[config.mk]
export PLATFORM = sky130hd
export DESIGN_NAME = ir_frame_decoder
export DESIGN_NICKNAME = d
export VERILOG_FILES = /design/src/rtl/ird_pkg.sv /design/src/rtl/ird_sync.sv /design/src/rtl/ird_tick.sv /design/src/rtl/ird_sampler.sv /design/src/rtl/ird_repeat_filter.sv /design/src/rtl/ir_frame_decoder.sv
export SDC_FILE = /design/constraint.sdc
export NUM_CORES = 1
export LEC_CHECK = 0
export ABC_AREA = 1
export BUFFER_PORTS_ARGS = -buffer_cell sky130_fd_sc_hd__buf_2
export CAP_MARGIN = 10
export CORE_MARGIN = 5
export CORE_UTILIZATION = 47
export DETAILED_ROUTE_END_ITERATION = 10
export PLACE_DENSITY = 0.69
export SYNTH_ARGS = -nofsm -noshare
export SYNTH_HDL_FRONTEND = slang
export SYNTH_HIERARCHICAL = 1
export SYNTH_SLANG_ARGS = --single-unit
[constraint.sdc]
create_clock -name clk_i -period 4.4 [get_ports clk_i]
set_input_delay 0.22 -clock clk_i [delete_from_list [all_inputs] [get_ports clk_i]]
set_output_delay 0.22 -clock clk_i [all_outputs]
set_load 0.03 [all_outputs]
[src/rtl/ird_pkg.sv]
package ird_pkg;
    // Sampler phases
    typedef enum logic [1:0] {
        ST_IDLE        = 2'd0,
        ST_WAIT_SAMPLE = 2'd1,
        ST_WAIT_EDGE   = 2'd2
    } ird_state_e;
endpackage

[src/rtl/ird_sync.sv]
module ird_sync #(
    parameter logic IDLE_LEVEL = 1'b1
) (
    input  logic clk_i,
    input  logic rst_ni,
    input  logic async_i,
    output logic level_o,
    output logic edge_o
);
    typedef struct packed {
        logic [1:0] meta;
        logic       prev;
    } sync_t;

    sync_t sync_d, sync_q;

    always_comb begin
        sync_d      = sync_q;
        sync_d.meta = {sync_q.meta[0], async_i};
        sync_d.prev = sync_q.meta[1];
    end

    always_ff @(posedge clk_i or negedge rst_ni) begin
        if (!rst_ni) sync_q <= '{meta: {2{IDLE_LEVEL}}, prev: IDLE_LEVEL};
        else         sync_q <= sync_d;
    end

    assign level_o = sync_q.meta[1];
    assign edge_o  = sync_q.meta[1] ^ sync_q.prev;
endmodule

[src/rtl/ird_tick.sv]
module ird_tick #(
    parameter int DIV = 8
) (
    input  logic clk_i,
    input  logic rst_ni,
    output logic tick_o
);
    generate
        if (DIV <= 1) begin : g_pass
            logic unused_clk_rst;
            assign unused_clk_rst = clk_i ^ rst_ni;
            assign tick_o = 1'b1;
        end else begin : g_div
            localparam int DW = $clog2(DIV);
            localparam logic [DW-1:0] LAST = DW'(DIV - 1);
            logic [DW-1:0] cnt_d, cnt_q;

            always_comb begin
                cnt_d = (cnt_q == LAST) ? '0 : cnt_q + 1'b1;
            end

            always_ff @(posedge clk_i or negedge rst_ni) begin
                if (!rst_ni) cnt_q <= '0;
                else         cnt_q <= cnt_d;
            end

            assign tick_o = (cnt_q == LAST);
        end
    endgenerate
endmodule

[src/rtl/ird_sampler.sv]
module ird_sampler
    import ird_pkg::*;
#(
    parameter int BIT_TICKS = 1778,
    parameter int NS        = 13
) (
    input  logic          clk_i,
    input  logic          rst_ni,
    input  logic          tick_i,
    input  logic          level_i,
    input  logic          edge_i,
    output logic          done_o,
    output logic          abort_o,
    output logic [NS-1:0] bits_o
);
    localparam int TW   = $clog2(3 * BIT_TICKS) + 1;
    localparam int CNTW = $clog2(NS + 1);
    localparam logic [TW-1:0]   PNOM  = TW'(BIT_TICKS);
    localparam logic [TW-1:0]   PMAX  = TW'(2 * BIT_TICKS);
    localparam logic [TW-1:0]   PMIN  = TW'(BIT_TICKS / 2);
    localparam logic [TW-1:0]   ARM_T = TW'(BIT_TICKS + BIT_TICKS / 4);
    localparam logic [TW-1:0]   TMAX  = '1;
    localparam logic [CNTW-1:0] LAST  = CNTW'(NS - 1);

    typedef struct packed {
        ird_state_e      state;
        logic [TW-1:0]   timer;
        logic [TW-1:0]   period;
        logic [CNTW-1:0] cnt;
        logic [NS-1:0]   sh;
        logic            done;
        logic            abort;
    } smp_t;

    smp_t smp_d, smp_q;
    logic [TW-1:0] timer_inc, quarter3, quarter5, measured;

    always_comb begin
        timer_inc = (tick_i && smp_q.timer != TMAX) ? smp_q.timer + 1'b1 : smp_q.timer;
        quarter3  = (smp_q.period >> 1) + (smp_q.period >> 2);
        quarter5  = smp_q.period + (smp_q.period >> 2);
        if (smp_q.timer > PMAX)      measured = PMAX;
        else if (smp_q.timer < PMIN) measured = PMIN;
        else                         measured = smp_q.timer;

        smp_d       = smp_q;
        smp_d.done  = 1'b0;
        smp_d.abort = 1'b0;

        unique case (smp_q.state)
            ST_IDLE: begin
                if (edge_i && smp_q.timer >= ARM_T) begin
                    smp_d.state  = ST_WAIT_SAMPLE;
                    smp_d.timer  = '0;
                    smp_d.period = PNOM;
                    smp_d.cnt    = '0;
                end else if (!level_i) begin
                    smp_d.timer = '0;
                end else begin
                    smp_d.timer = timer_inc;
                end
            end
            ST_WAIT_SAMPLE: begin
                smp_d.timer = timer_inc;
                if (smp_q.timer >= quarter3) begin
                    smp_d.sh = {smp_q.sh[NS-2:0], level_i};
                    if (smp_q.cnt == LAST) begin
                        smp_d.done  = 1'b1;
                        smp_d.state = ST_IDLE;
                        smp_d.timer = '0;
                    end else begin
                        smp_d.cnt   = smp_q.cnt + 1'b1;
                        smp_d.state = ST_WAIT_EDGE;
                    end
                end
            end
            ST_WAIT_EDGE: begin
                if (edge_i) begin
                    smp_d.period = measured;
                    smp_d.timer  = '0;
                    smp_d.state  = ST_WAIT_SAMPLE;
                end else if (smp_q.timer >= quarter5) begin
                    smp_d.abort = 1'b1;
                    smp_d.state = ST_IDLE;
                    smp_d.timer = '0;
                end else begin
                    smp_d.timer = timer_inc;
                end
            end
            default: smp_d.state = ST_IDLE;
        endcase
    end

    always_ff @(posedge clk_i or negedge rst_ni) begin
        if (!rst_ni) begin
            smp_q <= '{state: ST_IDLE, timer: '0, period: PNOM, cnt: '0,
                       sh: '0, done: 1'b0, abort: 1'b0};
        end else begin
            smp_q <= smp_d;
        end
    end

    assign done_o  = smp_q.done;
    assign abort_o = smp_q.abort;
    assign bits_o  = smp_q.sh;
endmodule

[src/rtl/ird_repeat_filter.sv]
module ird_repeat_filter #(
    parameter int AW = 5,
    parameter int CW = 7,
    parameter int NS = AW + CW + 1
) (
    input  logic          clk_i,
    input  logic          rst_ni,
    input  logic          done_i,
    input  logic          abort_i,
    input  logic [NS-1:0] bits_i,
    output logic [CW-1:0] cmd_o,
    output logic [AW-1:0] addr_o,
    output logic          tog_o,
    output logic          valid_o,
    output logic          err_o
);
    typedef struct packed {
        logic [CW-1:0] cmd;
        logic [AW-1:0] addr;
        logic          tog;
        logic          seen;
        logic          valid;
        logic          err;
    } flt_t;

    flt_t flt_d, flt_q;
    logic frame_tog;

    always_comb begin
        frame_tog   = bits_i[CW - 1 + AW];
        flt_d       = flt_q;
        flt_d.valid = 1'b0;
        flt_d.err   = abort_i;
        if (done_i && (!flt_q.seen || frame_tog != flt_q.tog)) begin
            flt_d.cmd   = {~bits_i[NS-1], bits_i[CW-2:0]};
            flt_d.addr  = bits_i[CW-1 +: AW];
            flt_d.tog   = frame_tog;
            flt_d.seen  = 1'b1;
            flt_d.valid = 1'b1;
        end
    end

    always_ff @(posedge clk_i or negedge rst_ni) begin
        if (!rst_ni) flt_q <= '0;
        else         flt_q <= flt_d;
    end

    assign cmd_o   = flt_q.cmd;
    assign addr_o  = flt_q.addr;
    assign tog_o   = flt_q.tog;
    assign valid_o = flt_q.valid;
    assign err_o   = flt_q.err;
endmodule

[src/rtl/ir_frame_decoder.sv]
module ir_frame_decoder #(
    parameter int CLKS_PER_US = 8,
    parameter int BIT_US      = 1778,
    parameter int ADDR_W      = 5,
    parameter int CMD_W       = 7
) (
    input  logic              clk_i,
    input  logic              rst_ni,
    input  logic              ir_n_i,
    output logic [CMD_W-1:0]  cmd_o,
    output logic [ADDR_W-1:0] addr_o,
    output logic              toggle_o,
    output logic              cmd_valid_o,
    output logic              frame_err_o
);
    // second start bit + toggle + address + low command bits
    localparam int NS = ADDR_W + CMD_W + 1;

    logic          tick, level, edge_seen, done, abort;
    logic [NS-1:0] bits;

    ird_tick #(.DIV(CLKS_PER_US)) u_tick (
        .clk_i (clk_i),
        .rst_ni(rst_ni),
        .tick_o(tick)
    );

    ird_sync #(.IDLE_LEVEL(1'b1)) u_sync (
        .clk_i  (clk_i),
        .rst_ni (rst_ni),
        .async_i(ir_n_i),
        .level_o(level),
        .edge_o (edge_seen)
    );

    ird_sampler #(.BIT_TICKS(BIT_US), .NS(NS)) u_sampler (
        .clk_i  (clk_i),
        .rst_ni (rst_ni),
        .tick_i (tick),
        .level_i(level),
        .edge_i (edge_seen),
        .done_o (done),
        .abort_o(abort),
        .bits_o (bits)
    );

    ird_repeat_filter #(.AW(ADDR_W), .CW(CMD_W), .NS(NS)) u_filter (
        .clk_i  (clk_i),
        .rst_ni (rst_ni),
        .done_i (done),
        .abort_i(abort),
        .bits_i (bits),
        .cmd_o  (cmd_o),
        .addr_o (addr_o),
        .tog_o  (toggle_o),
        .valid_o(cmd_valid_o),
        .err_o  (frame_err_o)
    );
endmodule

==> run summary, run 1 <==
status -> finished, final reports clean
PD cells -> 252 nW/um2
io pins -> 18
top post-synthesis cells by area -> dfrtp_1 (27%), nand2_1 (15%), ha_1 (14%), inv_1 (5.5%), dfstp_2 (4.7%)
Leak Pwr -> 0.00317 uW
Layout area overhead -> 6.37%
Rows -> 39
Reg clk slew, reported paths -> 60 ps
vias in the first global route -> 4552
DR DRC count -> 0
fin crit share -> 85.0%
Starting Density -> 48.3%
DP HPWL -> 9670 um
Die Y -> 119 um
Setup violations, final -> 0
CP dominant cell by count -> nand2_1
CTS tree -> built
Hold Slack -> 348 ps
count leader, synth -> nand2_1
clk buf depth -> 2
fin util -> 51.4%
Post-DRT Antenna Nets -> 0
drt pass-1 iters -> 5
worst hold path class -> reg -> reg
Yosys top cell area share -> 27.4%
post-CTS setup buffer count -> 0
Hold Crit Endpoint -> u_filter/err_o
crit-path cells -> ha_1 > fa_1 > nand3_1 > nand2_1 > a21oi_1 > o21ai_0 > a21oi_1 > xor2_1 > ha_1 > nand2_1 > nor2_1 > inv_1 > nor2_1 > nand2_1 > nand2_2 > inv_2 > nor2_4 > inv_2 > nand2_1 > nand2_1
CTS Hold Bufs -> 2
Post-Syn Area -> 5560 um2
Synthesized Nets -> 805
Fin Setup TNS -> 0 ps
Critical R2R Launch -> u_sampler/smp_q[21]
min-delay src -> u_sampler/abort_o
post-synth top area cell -> dfrtp_1
Tmin final -> 3740 ps
EDFF count, synth -> 0
Clock Root Buffer -> clkbuf_16
Primary FF master, synth -> dfrtp_1
hold violation count in the final report -> 0
clock share of power -> 54.3%
CP max-delay cell -> dfrtp_1
Via density -> 5.29
CP Launch Point -> u_sampler/smp_q[21]
first-pass GRT wire length -> 21600 um
FF-to-FF End -> u_sampler/bits_o[4]
final total power -> 1490 uW
CTS H-tree lvls -> 3
Synth cell types -> 44
max_cap viols -> 0
post-synthesis instance total -> 736
Placer Congestion -> 0.953
Vias -> 4647
f_max -> 0.267 GHz
sequential area share after synthesis -> 32.2%
Slew headroom -> 58.3%
reg2reg path depth -> 20
count of pins over their slew limit -> 0
net switching fraction of the power -> 22.0%
ys async rst share -> 100%
die width -> 119 um
sequential power share -> 44.1%
CP required -> 4620 ps
RSZ-0062 raised after global routing -> no
Setup Crit Path Kind -> reg -> reg
PortBufs -> 17
largest net degree at the start of global routing -> 48
cell internal pwr -> 1170 uW
routed wire length -> 12600 um
WP data arrival -> 3960 ps
drt wl/cell -> 14.3 um
flops & latches, synth -> 71
top post-synthesis cells by count -> nand2_1 (215), inv_1 (82), ha_1 (64)
post-cts gate resize count -> 0
nets@finish -> 800
Peak supply drop -> 0.276 mV
layout cells sized above 1 -> 10.2%
antenna diode instance count -> 0
remaining global-route overflow -> 0
Critical Path Fanout Max -> 16
DIE AREA -> 14100 um2
Filler Cell Count -> 1090
Total GRT Usage -> 18.6%
R2R Setup Slk -> 660 ps
core box area -> 11500 um2
clock sinks -> 71
Num CTS Buffers -> 9
worst slew pin tran -> 626 ps
element type at the critical path start -> flop
hold depth -> 0
Psw -> 328 uW
clock skew -> 6.88 ps
Slowest Stage Delay on Critical Path -> 460 ps
Comb pwr share -> 1.7%
Worst-Skew Late Latency -> 340 ps
initial antenna violation count -> 0
DRT iter0 DRCs -> 279
endpoint class of the critical path -> flop
Avg Inst Size Synth -> 7.56 um2
synth warn -> 6
-- layer usage --
metal  part of all wire (%)  routed length (um)  vias to the layer above  GRT usage (%)
met3                    4.6                 579                       34           3.92
met4                    3.5                 445                        0           9.20
met1                     46                5810                     2145           23.5
met5                      0                   0                        -              0
met2                     46                5770                      118           30.1
li1                       -                   -                     2350              -
-- power by group through the flow --
stage                     registers, uW  logic (uW)  clock network (uW)
after CTS                           658        26.2                 826
final                               658        25.0                 810
after floorplan                     669        7.12                   0
after global placement              670        24.3                   0
after global routing                658        30.0                 855
after detailed placement            670        24.9                   0
-- cells in the final DEF, fill, tap and decap left out, types with 17 or more instances in the layout --
| cell | count |
|---|---|
| inv_1 | 82 |
| nand3_1 | 44 |
| dfrtp_1 | 61 |
| buf_2 | 17 |
| o21ai_1 | 17 |
| nor2_1 | 46 |
| xor2_1 | 23 |
| ha_1 | 64 |
| o21ai_0 | 17 |
| a21oi_1 | 41 |
| nand2_1 | 215 |
-- critical path: cells and delay by family (launching register included) --
family	cells	cell delay, ps
AND/OR/NAND/NOR	10	1180
flip-flops	1	460
buffers and inverters	3	310
XOR/XNOR	1	100
AO/OA/AOI/OAI	3	600
adder cells (fa/ha/maj)	3	960
-- flip-flops by register name, summed over array words and instances, names as in the netlist --
signal and count:
u_filter/addr_o 5, u_filter/cmd_o 7, u_filter/err_o 1, u_filter/flt_q 1, u_filter/tog_o 1, u_filter/valid_o 1
u_sampler/abort_o 1, u_sampler/bits_o 13, u_sampler/done_o 1, u_sampler/smp_q 34, u_sync/level_o 1, u_sync/sync_d 1
u_sync/sync_q 1, u_tick/g_div.cnt_q 3
-- worst max path at each step --
stage	endpoint	slack, ps	cells after the start
2_1_floorplan	u_sampler/bits_o[10]	1300	21
3_3_place_gp	u_sampler/bits_o[9]	860	20
3_5_place_dp	u_sampler/bits_o[2]	720	20
4_1_cts	u_sampler/bits_o[2]	690	20
5_1_grt	u_sampler/bits_o[1]	380	20
6_report	u_sampler/bits_o[4]	660	20
-- layout make-up --
type                    instances  area, um2  area share [%]
flip-flops and latches         71       1790            30.2
well taps                     143        179            3.02
repair buffers                 20        113            1.90
clock buffers                   9        225            3.81
clock inverters                 7        105            1.78
multi-input cells             540       3170            53.6
inverters                      89        334            5.65
-- kinds of logic after synthesis --
family          synth area share (%)
fa+ha+maj                       15.1
xor+xnor                        4.72
compound gates                  9.65
simple gates                    27.5
buf+inv                         10.8
flops                           32.2
-- metrics by stage --
stage          std cells  setup slack [ps]  cell area [um2]
5_1_grt              879               384             5920
6_report             879               659             5920
3_3_place_gp         861               861             5570
4_1_cts              879               694             5920
2_1_floorplan        736              1300             5560
3_5_place_dp         861               719             5570
(Power assumes the default switching activity.)
==> run 2, diff against run 1 <==
Settings changed: REMOVE_ABC_BUFFERS from default to 1.
==> run summary, run 2 (same netlist as run 1, synthesis figures left out) <==
status -> finished, final reports clean
f_max -> 0.270 GHz (+0.94%)
DR DRC count -> 0 (unchanged)
Rows -> 39 (unchanged)
CP required -> 4640 ps (+20 ps)
Tmin final -> 3710 ps (-34.8 ps)
Slowest Stage Delay on Critical Path -> 480 ps (+20 ps)
CTS tree -> built
Starting Density -> 48.3% (unchanged)
clock skew -> 8.18 ps (+1.30 ps)
Psw -> 321 uW (-2.0%)
Largest register FFs -> 34 (unchanged)
CP dominant cell by count -> nand2_1
most frequent cells in the layout -> nand2_1 (215), inv_1 (82), ha_1 (64), dfrtp_1 (61), nor2_1 (46)
routed wire length -> 12800 um (+1.6%)
Setup violations, final -> 0 (unchanged)
Leak Pwr -> 0.00315 uW (-0.86%)
PortBufs -> 17 (unchanged)
max_cap viols -> 0 (unchanged)
CP Buf/Inv Count -> 1 (-2)
Peak supply drop -> 0.222 mV (-20%)
clock sinks -> 71 (unchanged)
endpoint class of the critical path -> flop
WP data arrival -> 3940 ps (-20 ps)
hold violation count in the final report -> 0 (unchanged)
Total GRT Usage -> 19.0% (+0.40 points)
fin crit share -> 84.2% (-0.79 points)
Critical Path Fanout Max -> 7 (-9)
DP HPWL -> 9800 um (+1.3%)
worst hold path class -> in -> async
post-cts gate resize count -> 0 (unchanged)
Most Used Layer, Global Route -> met2
element type at the critical path start -> flop
drt wl/cell -> 14.6 um (+1.7%)
nets@finish -> 799 (-0.13%)
DIE AREA -> 14100 um2 (unchanged)
met3 Track Usage GR -> 3.06% (-0.86 points)
Filler Cell Count -> 1097 (+0.64%)
Layout area overhead -> 5.40%
sequential power share -> 47.9% (+3.8 points)
antenna diode instance count -> 0 (unchanged)
CTS H-tree lvls -> 3 (unchanged)
io pins -> 18 (unchanged)
worst slew pin tran -> 900 ps (+274 ps)
initial antenna violation count -> 0 (unchanged)
cell internal pwr -> 1050 uW (-9.7%)
remaining global-route overflow -> 0 (unchanged)
delay-heaviest family, CP -> simple AND/OR/NAND/NOR gates
count of pins over their slew limit -> 0 (unchanged)
crit-path cells -> ha_1 > inv_1 > fa_1 > o21ai_0 > nand3_1 > nand4_1 > xor2_1 > ha_1 > nand2_1 > a21oi_1 > nor2_1 > nand2_1 > nor2_1 > nand3_1 > nand3_2 > nand2_1 > a21oi_1
grt met2 use -> 33.3% (+3.1 points)
Clock Root Buffer -> clkbuf_16
Via density -> 5.23 (-1.0%)
RSZ-0062 raised after global routing -> no
net switching fraction of the power -> 23.4% (+1.4 points)
grt met1 use -> 24.3% (+0.84 points)
clk buf depth -> 2 (unchanged)
Fin Setup TNS -> 0 ps (unchanged)
commonest non-fill, non-tap cell in the layout -> nand2_1
CP max-delay cell -> dfrtp_1
Vias -> 4595 (-1.1%)
PD cells -> 234 nW/um2 (-7.2%)
most flop-heavy register -> u_sampler/smp_q
Die Y -> 119 um (unchanged)
clock share of power -> 50.3% (-4.0 points)
Post-DRT Antenna Nets -> 0 (unchanged)
core box area -> 11500 um2 (unchanged)
DRT iter0 DRCs -> 364 (+30%)
largest net degree at the start of global routing -> 72 (+50%)
Slew headroom -> 40.0% (-18 points)
Worst-Skew Late Latency -> 330 ps (about the same)
vias in the first global route -> 4692 (+3.1%)
layout cells sized above 1 -> 10.2% (+0.014 points)
Num CTS Buffers -> 9 (unchanged)
drt pass-1 iters -> 5 (unchanged)
Placer Congestion -> 0.949 (-0.34%)
Hold Slack -> 96.2 ps (-251 ps)
first-pass GRT wire length -> 22200 um (+2.6%)
Setup Crit Path Kind -> reg -> reg
die width -> 119 um (unchanged)
Comb pwr share -> 1.8% (about the same)
Reg clk slew, reported paths -> 70 ps (about the same)
==> run 2: cell types whose count changed in the layout (fill, tap and decap cells not counted) <==
cell           delta
clkinv_4          -1
dlygate4sd3_1     -1
bufinv_16         -2
inv_6             +2
clkinvlp_4        +1
==> run 2: power groups by stage <==
stage	clock [uW]	sequential, uW	combinational [uW]
floorplan	0	669	7.12
global placement	0	670	23.7
detailed placement	0	670	24.3
CTS	706	658	25.1
global route	740	658	28.2
finish	692	658	24.1
==> run 2: routing by layer <==
layer | share of wire, % | wire, um
met5 | 0 | 0
met4 | 1.4 | 185
met2 | 49 | 6310
met3 | 3.7 | 478
met1 | 46 | 5830
==> run 2: repair_timing <==
item,4_1_cts,5_1_grt
hold endpoints to repair,1,0
hold buffers,1,0
setup buffers,0,0
==> run 2: worst reg2reg max path, delay by kind of cell, from the launching register on <==
kind                       cells  cell delay (ps)
DFF                            1              480
xor gates and xnor gates       1              190
buffers and inverters          1               80
AOI/OAI and AO/OA              3              660
and+or+nand+nor                9             1260
adders and majority gates      3              950
==> run 2: final cells by class <==
class                           instances  area [um2]  share of cell area, %
Tap cell                              143         179                   3.05
Multi-Input combinational cell        540        3170                   54.1
Sequential cell                        71        1790                   30.5
Timing Repair Buffer                   19         103                   1.75
Clock buffer                            9         225                   3.84
Clock inverter                          7        61.3                   1.05
Inverter                               89         334                   5.70
==> run 2: worst paths after layout <==
path                       cells past startpoint                start                  end  slack, ps
max in group asynchronous                      2               rst_ni  u_sampler/smp_q[27]       3710
hold reg to reg                                0    u_sampler/abort_o       u_filter/err_o        350
min in group clk_i                             0    u_sampler/abort_o       u_filter/err_o        350
setup / recovery                              17  u_sampler/smp_q[21]  u_sampler/smp_q[43]        690
setup reg to reg                              17  u_sampler/smp_q[21]  u_sampler/smp_q[43]        690
hold / removal                                 2               rst_ni  u_sampler/smp_q[22]        100
==> run 2: metrics by stage <==
stage               power (uW)  setup slack [ps]  std cells  util [%]  area [um2]
global placement           694               921        861      48.3        5570
global route              1430               328        878      50.9        5860
detailed placement         694               748        861      48.3        5570
floorplan                  676              1270        700         -        5300
CTS                       1390               680        878      50.9        5860
finish                    1370               694        878      50.9        5860
